**src/rtl/mmap_pkg.sv**
```systemverilog
package mmap_pkg;
  localparam int NREG    = 4;
  localparam int IDX_ROM = 0;
  localparam int IDX_RAM = 1;
  localparam int IDX_VID = 2;
  localparam int IDX_IO  = 3;
  localparam logic [31:0] REG_BASE [NREG] =
    '{32'h0000_0000, 32'h0010_0000, 32'h0100_0000, 32'hFFFF_FF00};
  localparam int REG_LOG2 [NREG] = '{16, 20, 20, 8};
  // bit i: window i permits that direction
  localparam logic [NREG-1:0] REG_RD_OK = 4'b1011;
  localparam logic [NREG-1:0] REG_WR_OK = 4'b1110;
  localparam int IO_OFS_W = 8;
  localparam logic [IO_OFS_W-1:0] TERM_OFS = 8'h00;
  localparam logic [IO_OFS_W-1:0] KBD_OFS  = 8'h18;
endpackage

```
**src/rtl/mmap_window_decode.sv**
```systemverilog
module mmap_window_decode
  import mmap_pkg::*;
#(
  parameter int AW = 32
) (
  input  logic          req_i,
  input  logic [AW-1:0] addr_i,
  output logic [NREG-1:0] hit_o,
  output logic [AW-1:0] local_o
);
  logic [AW-1:0] ofs [NREG];

  for (genvar i = 0; i < NREG; i++) begin : g_win
    localparam int LG = REG_LOG2[i];
    localparam logic [AW-1:0] BASE = AW'(REG_BASE[i]);
    assign hit_o[i] = req_i && (addr_i[AW-1:LG] == BASE[AW-1:LG]);
    assign ofs[i]   = hit_o[i] ? (addr_i - BASE) : '0;
  end

  always_comb begin
    local_o = '0;
    for (int i = 0; i < NREG; i++) local_o |= ofs[i];
  end
endmodule

```
**src/rtl/mmap_io_regs.sv**
```systemverilog
module mmap_io_regs
  import mmap_pkg::*;
#(
  parameter int DW = 32
) (
  input  logic                clk_i,
  input  logic                rst_ni,
  input  logic                sel_i,
  input  logic                we_i,
  input  logic [IO_OFS_W-1:0] ofs_i,
  input  logic [7:0]          wbyte_i,
  input  logic                kbd_empty_i,
  output logic [DW-1:0]       rdata_o,
  output logic                dir_err_o,
  output logic                term_valid_o,
  output logic [7:0]          term_char_o
);
  logic term_hit, kbd_hit;
  assign term_hit  = sel_i && (ofs_i == TERM_OFS);
  assign kbd_hit   = sel_i && (ofs_i == KBD_OFS);
  assign rdata_o   = (kbd_hit && !we_i) ? DW'(kbd_empty_i) : '0;
  assign dir_err_o = we_i ? kbd_hit : term_hit;

  always_ff @(posedge clk_i or negedge rst_ni) begin
    if (!rst_ni) begin
      term_valid_o <= 1'b0;
      term_char_o  <= '0;
    end else begin
      term_valid_o <= term_hit && we_i;
      if (term_hit && we_i) term_char_o <= wbyte_i;
    end
  end

  AST_TERM_SOURCE: assert property (@(posedge clk_i) disable iff (!rst_ni)
    term_valid_o |-> $past(sel_i && we_i && ofs_i == TERM_OFS));
  AST_KBD_READ: assert property (@(posedge clk_i) disable iff (!rst_ni)
    (sel_i && !we_i && ofs_i == KBD_OFS) |-> (rdata_o[0] == kbd_empty_i && rdata_o[DW-1:1] == '0));
endmodule

```
**src/rtl/mmap_write_port.sv**
```systemverilog
module mmap_write_port
  import mmap_pkg::*;
#(
  parameter int AW = 32,
  parameter int DW = 32
) (
  input  logic            clk_i,
  input  logic            rst_ni,
  input  logic            req_i,
  input  logic            we_i,
  input  logic [NREG-1:0] hit_i,
  input  logic [AW-1:0]   local_i,
  input  logic [DW-1:0]   wdata_i,
  input  logic            io_dir_err_i,
  output logic            ram_we_o,
  output logic            vid_we_o,
  output logic [AW-1:0]   wr_addr_o,
  output logic [DW-1:0]   wr_data_o,
  output logic            dir_err_o,
  output logic            unmapped_o
);
  logic ram_wr, vid_wr, bad_dir, miss;
  assign ram_wr  = req_i && we_i && hit_i[IDX_RAM];
  assign vid_wr  = req_i && we_i && hit_i[IDX_VID];
  assign bad_dir = req_i && (io_dir_err_i ||
                   (we_i  && |(hit_i & ~REG_WR_OK)) ||
                   (!we_i && |(hit_i & ~REG_RD_OK)));
  assign miss    = req_i && (hit_i == '0);

  always_ff @(posedge clk_i or negedge rst_ni) begin
    if (!rst_ni) begin
      ram_we_o   <= 1'b0;
      vid_we_o   <= 1'b0;
      wr_addr_o  <= '0;
      wr_data_o  <= '0;
      dir_err_o  <= 1'b0;
      unmapped_o <= 1'b0;
    end else begin
      ram_we_o   <= ram_wr;
      vid_we_o   <= vid_wr;
      dir_err_o  <= bad_dir;
      unmapped_o <= miss;
      if (ram_wr || vid_wr) begin
        wr_addr_o <= local_i;
        wr_data_o <= wdata_i;
      end
    end
  end

  AST_STROBE_EXCL: assert property (@(posedge clk_i) disable iff (!rst_ni)
    !(ram_we_o && vid_we_o));
  AST_ROM_WR_FLAG: assert property (@(posedge clk_i) disable iff (!rst_ni)
    (req_i && we_i && hit_i[IDX_ROM]) |=> (dir_err_o && !ram_we_o && !vid_we_o));
  AST_MISS_FLAG: assert property (@(posedge clk_i) disable iff (!rst_ni)
    unmapped_o |-> $past(hit_i == '0));
endmodule

```
**src/rtl/mmap_decoder.sv**
```systemverilog
module mmap_decoder
  import mmap_pkg::*;
#(
  parameter int AW = 32,
  parameter int DW = 32
) (
  input  logic          clk_i,
  input  logic          rst_ni,
  input  logic          req_i,
  input  logic          we_i,
  input  logic [AW-1:0] addr_i,
  input  logic [DW-1:0] wdata_i,
  output logic [DW-1:0] rdata_o,
  input  logic [DW-1:0] rom_rdata_i,
  input  logic [DW-1:0] ram_rdata_i,
  input  logic          kbd_empty_i,
  output logic          rom_sel_o,
  output logic          ram_sel_o,
  output logic          vid_sel_o,
  output logic          io_sel_o,
  output logic [AW-1:0] local_addr_o,
  output logic          ram_we_o,
  output logic          vid_we_o,
  output logic [AW-1:0] wr_addr_o,
  output logic [DW-1:0] wr_data_o,
  output logic          term_valid_o,
  output logic [7:0]    term_char_o,
  output logic          dir_err_o,
  output logic          unmapped_o
);
  logic [NREG-1:0] hit;
  logic [DW-1:0]   io_rdata;
  logic            io_dir_err;
  logic            rd;

  mmap_window_decode #(.AW(AW)) u_dec (
    .req_i  (req_i),
    .addr_i (addr_i),
    .hit_o  (hit),
    .local_o(local_addr_o)
  );

  mmap_io_regs #(.DW(DW)) u_io (
    .clk_i       (clk_i),
    .rst_ni      (rst_ni),
    .sel_i       (hit[IDX_IO]),
    .we_i        (we_i),
    .ofs_i       (local_addr_o[IO_OFS_W-1:0]),
    .wbyte_i     (wdata_i[7:0]),
    .kbd_empty_i (kbd_empty_i),
    .rdata_o     (io_rdata),
    .dir_err_o   (io_dir_err),
    .term_valid_o(term_valid_o),
    .term_char_o (term_char_o)
  );

  mmap_write_port #(.AW(AW), .DW(DW)) u_wp (
    .clk_i       (clk_i),
    .rst_ni      (rst_ni),
    .req_i       (req_i),
    .we_i        (we_i),
    .hit_i       (hit),
    .local_i     (local_addr_o),
    .wdata_i     (wdata_i),
    .io_dir_err_i(io_dir_err),
    .ram_we_o    (ram_we_o),
    .vid_we_o    (vid_we_o),
    .wr_addr_o   (wr_addr_o),
    .wr_data_o   (wr_data_o),
    .dir_err_o   (dir_err_o),
    .unmapped_o  (unmapped_o)
  );

  assign rom_sel_o = hit[IDX_ROM];
  assign ram_sel_o = hit[IDX_RAM];
  assign vid_sel_o = hit[IDX_VID];
  assign io_sel_o  = hit[IDX_IO];

  assign rd = req_i && !we_i;
  always_comb begin
    rdata_o = '0;
    if (rd) begin
      unique case (1'b1)
        hit[IDX_ROM]: rdata_o = rom_rdata_i;
        hit[IDX_RAM]: rdata_o = ram_rdata_i;
        hit[IDX_IO]:  rdata_o = io_rdata;
        default:      rdata_o = '0;
      endcase
    end
  end

  AST_SEL_ONEHOT: assert property (@(posedge clk_i) disable iff (!rst_ni)
    $onehot0({rom_sel_o, ram_sel_o, vid_sel_o, io_sel_o}));
  AST_IDLE_QUIET: assert property (@(posedge clk_i) disable iff (!rst_ni)
    !req_i |-> (rdata_o == '0 && local_addr_o == '0 && !rom_sel_o && !io_sel_o));
  AST_VID_RD_ZERO: assert property (@(posedge clk_i) disable iff (!rst_ni)
    (rd && vid_sel_o) |-> (rdata_o == '0));
  AST_RAM_OFS_RANGE: assert property (@(posedge clk_i) disable iff (!rst_ni)
    ram_sel_o |-> (local_addr_o < (AW'(1) << REG_LOG2[IDX_RAM])));
  AST_RAM_WR_PULSE: assert property (@(posedge clk_i) disable iff (!rst_ni)
    (req_i && we_i && ram_sel_o) |=> (ram_we_o && wr_data_o == $past(wdata_i)));
endmodule

```
**config.mk**
```make
export PLATFORM = sky130hd
export DESIGN_NAME = mmap_decoder
export DESIGN_NICKNAME = d
export VERILOG_FILES = /design/src/rtl/mmap_pkg.sv /design/src/rtl/mmap_window_decode.sv /design/src/rtl/mmap_io_regs.sv /design/src/rtl/mmap_write_port.sv /design/src/rtl/mmap_decoder.sv
export SDC_FILE = /design/constraint.sdc
export NUM_CORES = 1
export LEC_CHECK = 0
export ABC_AREA = 0
export ABC_CLOCK_PERIOD_IN_PS = 2600
export BUFFER_PORTS_ARGS = -buffer_cell sky130_fd_sc_hd__buf_2
export CORE_AREA = 2 2 108 110
export DETAILED_ROUTE_END_ITERATION = 10
export DIE_AREA = 0 0 110 112
export PLACE_DENSITY = 0.72
export SLEW_MARGIN = 20
export SYNTH_ARGS = -nofsm -noshare
export SYNTH_HDL_FRONTEND = slang
export SYNTH_SLANG_ARGS = --single-unit
```
**constraint.sdc**
```tcl
create_clock -name clk_i -period 2.6 [get_ports clk_i]
set_input_delay 0.39 -clock clk_i [delete_from_list [all_inputs] [get_ports clk_i]]
set_output_delay 0.39 -clock clk_i [all_outputs]
set_load 0.03 [all_outputs]
```
==> impl_metrics.toml, run 1 <==
[timing]
final.min_clock_period_ps = 2660
setup_violations = 2
rsz0062_at_grt = "true"
timing.fmax_ghz = 0.377
setup_ws_ps = -56.0
slew_viol_final = 0
finClkSkew_ps = 0
whs_ps = 193
final.period_utilization_pct = 102
hold_viol = 0
tightest_slew_ps = 974
relSlewSlack_pct = 35.1

[synth]
syn-num-nets = 619
synth_area_um2 = 4130
ys_ff_latch = 77
synth.largest_area_cell = "dfrtp_1"
synthCells = 477
ys_seq_area_share_pct = 46.7
yosysWarnings = 0
yosysUniqueCellTypes = 53
netlist_top_cells_area = "dfrtp_1 47%, nand2_1 15%, a22oi_1 5.8%, nor2_1 3.8%, ha_1 2.7%"
avgSynthCellArea_um2 = 8.65
synth_top_cell_area_share_pct = 46.7

[cts]
numCtsBuffers = 9
cts_sinks = 77
cts_tree = "yes"
worstSkewPairLatency_ps = 330
htree_num_levels = 3
hold_buffers = 0
path_clk_slew_ps = 60
root_buffer = "clkbuf_16"
cts_buffer_depth = 2

[worst_setup_path]
path_class = "input pin to output port"
crit_path_end_kind = "output port"
cp-endpoint = "local_addr_o[25]"
required_ps = 2210
cp.arrival_ps = 2270
r2r-start = "u_wp.wr_addr_o[11]"
worstReg2RegEnd = "u_wp.wr_addr_o[11]"
crit_start = "addr_i[21]"
path_max_fanout = 4
critPathLaunchType = "input pin"
r2r_setup_slack_ps = 1810
r2r_cells = 2

[cells_and_area]
nets = 939
fillers = 971
syn2layout_area_growth_pct = 66.2
drive_gt1_share_pct = 53.4
fin_util_pct = 61.4
instances_no_fill = 946

[status]
outcome = "complete, but fails checks"
violations = "negative setup slack"

[floorplanning]
fp.dieW_um = 110
fp.dieArea_um2 = 12300
rows = 39
core_area_um2 = 11200
io_pins = 278
die_h_um = 112
start_util_pct = 36.9

[power]
p_sw_uw = 628
power.share.sequential_pct = 44.7
p_leak_nw = 3.87
powerDensity_nw_per_um2 = 393
peakVddDrop_mv = 0.388
internal_power_mw = 2.07
swShare_pct = 23.3
clock_power_share_pct = 45.5
power_mw = 2.70
combPwrFrac_pct = 9.9

[grt]
antenna_found_initial = 1
first_global_vias = 4628
grt_max_degree = 78
grt_usage_pct = 24.3
grt_pass1_wl_um = 22900
gr-total-overflow = 0

[place]
io_buffers = 277
routabilityCongestion = 0.932
dp_slack_ps = -110
dp_hpwl_um = 12400
dp_cells = 920

[detailed_routing]
ant_nets = 0
drt_iter0_markers = 379
via_count = 4789
wl_um = 16300
viasPerCell = 5.06
wl_per_cell_um = 17.2
drc = 0
drt_first_pass_iters = 5

[worst_hold_path]
worstHoldPathType = "input pin to asynchronous set/reset pin"

[flow_run]
drv_cap = 0
## power by group through the flow
| stage | registers [mW] | clock network, mW | logic (mW) |
|---|---|---|---|
| global route | 1.21 | 1.31 | 0.288 |
| global placement | 1.23 | 0 | 0.242 |
| finish | 1.21 | 1.23 | 0.266 |
| detailed placement | 1.23 | 0 | 0.248 |
| CTS | 1.21 | 1.26 | 0.251 |
| floorplan | 1.24 | 0 | 0.0487 |
## metal layers
metal | wire (um) | track usage, % | vias up
met5 | 0 | 0 | -
met4 | 431 | 9.45 | 0
met3 | 1140 | 4.68 | 32
met2 | 8520 | 43.7 | 222
met1 | 6160 | 27.9 | 2265
li1 | - | - | 2270
## final cells by class
class / count / area [um^2] / share of cell area [%]
clock buffer: 11 / 233 / 3.39
sequential: 77 / 1930 / 28.1
clock inverter: 5 / 60.1 / 0.875
tap: 143 / 179 / 2.61
timing repair buffer: 338 / 2150 / 31.3
multi-input combinational: 363 / 2280 / 33.3
inverter: 8 / 30.0 / 0.438
antenna: 1 / 2.50 / 0.0365
## per-stage QoR
| step | area (um^2) | setup TNS [ps] |
|---|---|---|
| 2_1_floorplan | 4190 | -63.3 |
| 3_3_place_gp | 6110 | -1590 |
| 3_5_place_dp | 6110 | -1900 |
| 4_1_cts | 6420 | -235 |
| 5_1_grt | 6860 | -2160 |
| 6_report | 6860 | -69.9 |
## worst max-delay path: stages
cell and delay, ps:
buf_2 130, inv_2 90, ha_2 190, nand4bb_1 230, buf_4 220, buf_4 130
a31oi_1 190, o211ai_1 110, o221a_2 160, o22ai_1 180, buf_2 240
## cell families (layout without fill, tap and decap cells)
kind of cell | count (synthesis) | count (layout) | synth area share, %
AO/OA/AOI/OAI | 81 | 81 | 14.9
XOR/XNOR | 2 | 2 | 0.424
adder cells (fa/ha/maj) | 9 | 9 | 2.73
buffers and inverters | 37 | 362 | 4.55
flip-flops | 77 | 77 | 46.7
multiplexers | 10 | 10 | 2.73
other | 0 | 1 | 0
AND/OR/NAND/NOR | 261 | 261 | 28.0
## timing repair
action	4_1_cts	5_1_grt
endpoints found under the hold margin	0	0
pin swaps	0	5
buffers inserted	0	6
endpoints found under the setup margin	42	55
gates resized for setup	4	126
cloned	0	3
## synth_stat cells (all sizes together)
cell type,number
a2111oi,1
a211o,1
a211oi,6
a21o,14
a21oi,7
a22o,1
a22oi,32
a2bb2oi,1
a31o,1
a31oi,2
and2,10
and3,3
and3b,1
and4,1
and4b,1
and4bb,1
buf,24
clkbuf,5
dfrtp,77
ha,9
inv,8
mux2,10
nand2,160
nand2b,1
nand3,7
nand4,8
nand4bb,1
nor2,42
nor2b,8
nor3,6
nor4,7
o211ai,1
o21ai,9
o221a,1
o22ai,1
o311ai,2
o31ai,1
or2,1
or3,2
or4,1
xnor2,2
## placed cells by master, fill, tap and decap left out, drive strengths merged, types with 9 or more instances in the layout
master	Yosys	final
buf	24	335
nand2	160	160
dfrtp	77	77
nor2	42	42
a22oi	32	32
a21o	14	14
clkbuf	5	14
mux2	10	10
and2	10	10
o21ai	9	9
inv	8	9
ha	9	9
## registers in the layout (all words and copies together), names as in the netlist
signal and cells:
u_wp.unmapped_o 1, u_wp.wr_data_o 32, u_wp.ram_we_o 1, u_io.term_char_o 8, u_wp.wr_addr_o 32, u_wp.vid_we_o 1, u_io.term_valid_o 1, u_wp.dir_err_o 1
## how the worst min path moves through the flow
| stage | cells after the start | to |
|---|---|---|
| finish | 1 | u_wp.wr_data_o[8] |
| global route | 3 | u_wp.wr_data_o[13] |
| CTS | 3 | u_wp.wr_data_o[26] |
| detailed placement | 2 | u_wp.wr_addr_o[7] |
| global placement | 2 | u_wp.wr_addr_o[7] |
| floorplan | 0 | u_io.term_char_o[0] |
No activity file was read; power rests on OpenSTA's default activity.
==> inputs of run 2 (changes only) <==
--- a/config.mk
+++ b/config.mk
@@ -12,6 +12,7 @@
 export DETAILED_ROUTE_END_ITERATION = 10
 export DIE_AREA = 0 0 110 112
 export PLACE_DENSITY = 0.72
+export SKIP_CTS_REPAIR_TIMING = 1
 export SLEW_MARGIN = 20
 export SYNTH_ARGS = -nofsm -noshare
 export SYNTH_HDL_FRONTEND = slang
==> run 2 against run 1 <==
The flow still finishes with violations (negative setup slack); sequential power barely moved; final cell count did not move; die area did not move; clock power barely moved; fmax barely moved; sequential share of layout area barely moved; sequential cell count did not move; largest cell class unchanged; largest power group unchanged; highest routed layer unchanged.
==> impl_metrics.toml, run 2 (same netlist as run 1, synthesis figures left out) <==
[place]
dp_cells = 920
io_buffers = 277
dp_hpwl_um = 12400
dpl_cell_area_um2 = 6110
routabilityCongestion = 0.932

[cts]
numCtsBuffers = 9
root_buffer = "clkbuf_16"
cts_tree = "yes"
cts_buffer_depth = 2
path_clk_slew_ps = 60
cts_sinks = 77
htree_num_levels = 3
worstSkewPairLatency_ps = 330

[timing]
timing.fmax_ghz = 0.377
relSlewSlack_pct = 35.0
tightest_slew_ps = 975
setup_violations = 5
finClkSkew_ps = 0
setup_ws_ps = -54.7
hold_viol = 0
rsz0062_at_grt = "true"
whs_ps = 194
final.min_clock_period_ps = 2650
final.period_utilization_pct = 102
slew_viol_final = 0

[cells_and_area]
final_common_cell = "buf_2"
fillers = 972
nets = 939
instances_no_fill = 946
reg_top3 = "u_wp.wr_addr_o x32, u_wp.wr_data_o x32, u_io.term_char_o x8"
final_cell_mix = "243 x buf_2, 160 x nand2_1, 77 x dfrtp_1"
design_area_um2 = 6860
syn2layout_area_growth_pct = 66.2
drive_gt1_share_pct = 53.4

[power]
peakVddDrop_mv = 0.388
p_leak_nw = 3.87
powerDensity_nw_per_um2 = 394

[detailed_routing]
drt_first_pass_iters = 5
via_count = 4834
wl_per_cell_um = 17.3
viasPerCell = 5.11
ant_nets = 0
drc = 0
drt_iter0_markers = 390
wl_um = 16400

[status]
violations = "negative setup slack"
outcome = "complete, but fails checks"

[grt]
antenna_found_initial = 1
first_global_vias = 4628
gr-total-overflow = 0
grt_max_degree = 78
grt_usage_pct = 24.3
grt_pass1_wl_um = 22900

[worst_setup_path]
path_max_fanout = 4
crit_path_end_kind = "output port"
r2r_setup_slack_ps = 1810
required_ps = 2210
r2r-start = "u_wp.wr_addr_o[11]"
critPathLaunchType = "input pin"
crit_start = "addr_i[21]"
cp.arrival_ps = 2260
path_class = "input pin to output port"
worstReg2RegEnd = "u_wp.wr_addr_o[11]"
r2r_cells = 2

[floorplanning]
die_h_um = 112
start_util_pct = 36.9
rows = 39
io_pins = 278
core_area_um2 = 11200
fp.dieW_um = 110
fp.dieArea_um2 = 12300

[worst_hold_path]
worstHoldPathType = "input pin to asynchronous set/reset pin"

[flow_run]
drv_cap = 0
==> run 2: cell types whose count changed in the layout (fill, tap and decap cells not counted) <==
cell and delta:
buf_2 +1, clkbuf_4 -1
==> run 2: how the worst max path moves through the flow <==
stage / endpoint / slack (ps) / cells past startpoint
6_report: local_addr_o[25] / -50 / 11
5_1_grt: local_addr_o[25] / -140 / 11
4_1_cts: rdata_o[0] / -90 / 8
3_5_place_dp: u_io.term_char_o[6] / -110 / 8
3_3_place_gp: u_io.term_char_o[5] / -120 / 8
2_1_floorplan: rdata_o[22] / -10 / 9
==> run 2: metal layers <==
layer  track usage [%]  vias up  share of wire, %
met4              9.45        0               2.6
li1                  -     2269                 -
met1              27.9     2280                38
met5                 0        -                 0
met2              43.7      253                52
met3              4.68       32               7.4
==> run 2: area by class of cell <==
type	instances	area [um^2]	area share (%)
clock inverters	5	60.1	0.876
inverters	8	30.0	0.438
multi-input cells	363	2280	33.3
well taps	143	179	2.61
flip-flops and latches	77	1930	28.1
clock buffers	11	233	3.39
repair buffers	338	2150	31.3
diodes	1	2.50	0.0365
==> run 2: stage by stage <==
step | total power, mW | utilization [%] | worst slack (ps) | setup TNS, ps
2_1_floorplan | 1.29 | - | -12.2 | -63.3
3_3_place_gp | 1.47 | 54.7 | -120 | -1590
3_5_place_dp | 1.48 | 54.7 | -110 | -1900
4_1_cts | 2.71 | 57.3 | -91.0 | -1500
5_1_grt | 2.80 | 61.4 | -137 | -2150
6_report | 2.70 | 61.4 | -54.7 | -85.0
==> run 2: critical path, stage by stage <==
cell and delay [ps]:
buf_2 130, inv_2 100, ha_2 200, nand4bb_1 220
buf_4 210, buf_4 130, a31oi_1 190, o211ai_1 110
o221a_2 160, o22ai_1 180, buf_2 240
==> run 2: power breakdown <==
part / total [mW] / leakage, nW / switching (mW) / internal (mW)
combinational: 0.267 / 2.66 / 0.147 / 0.120
sequential: 1.21 / 1.07 / 0.00233 / 1.20
clock: 1.23 / 0.140 / 0.482 / 0.747
total: 2.70 / 3.87 / 0.630 / 2.07
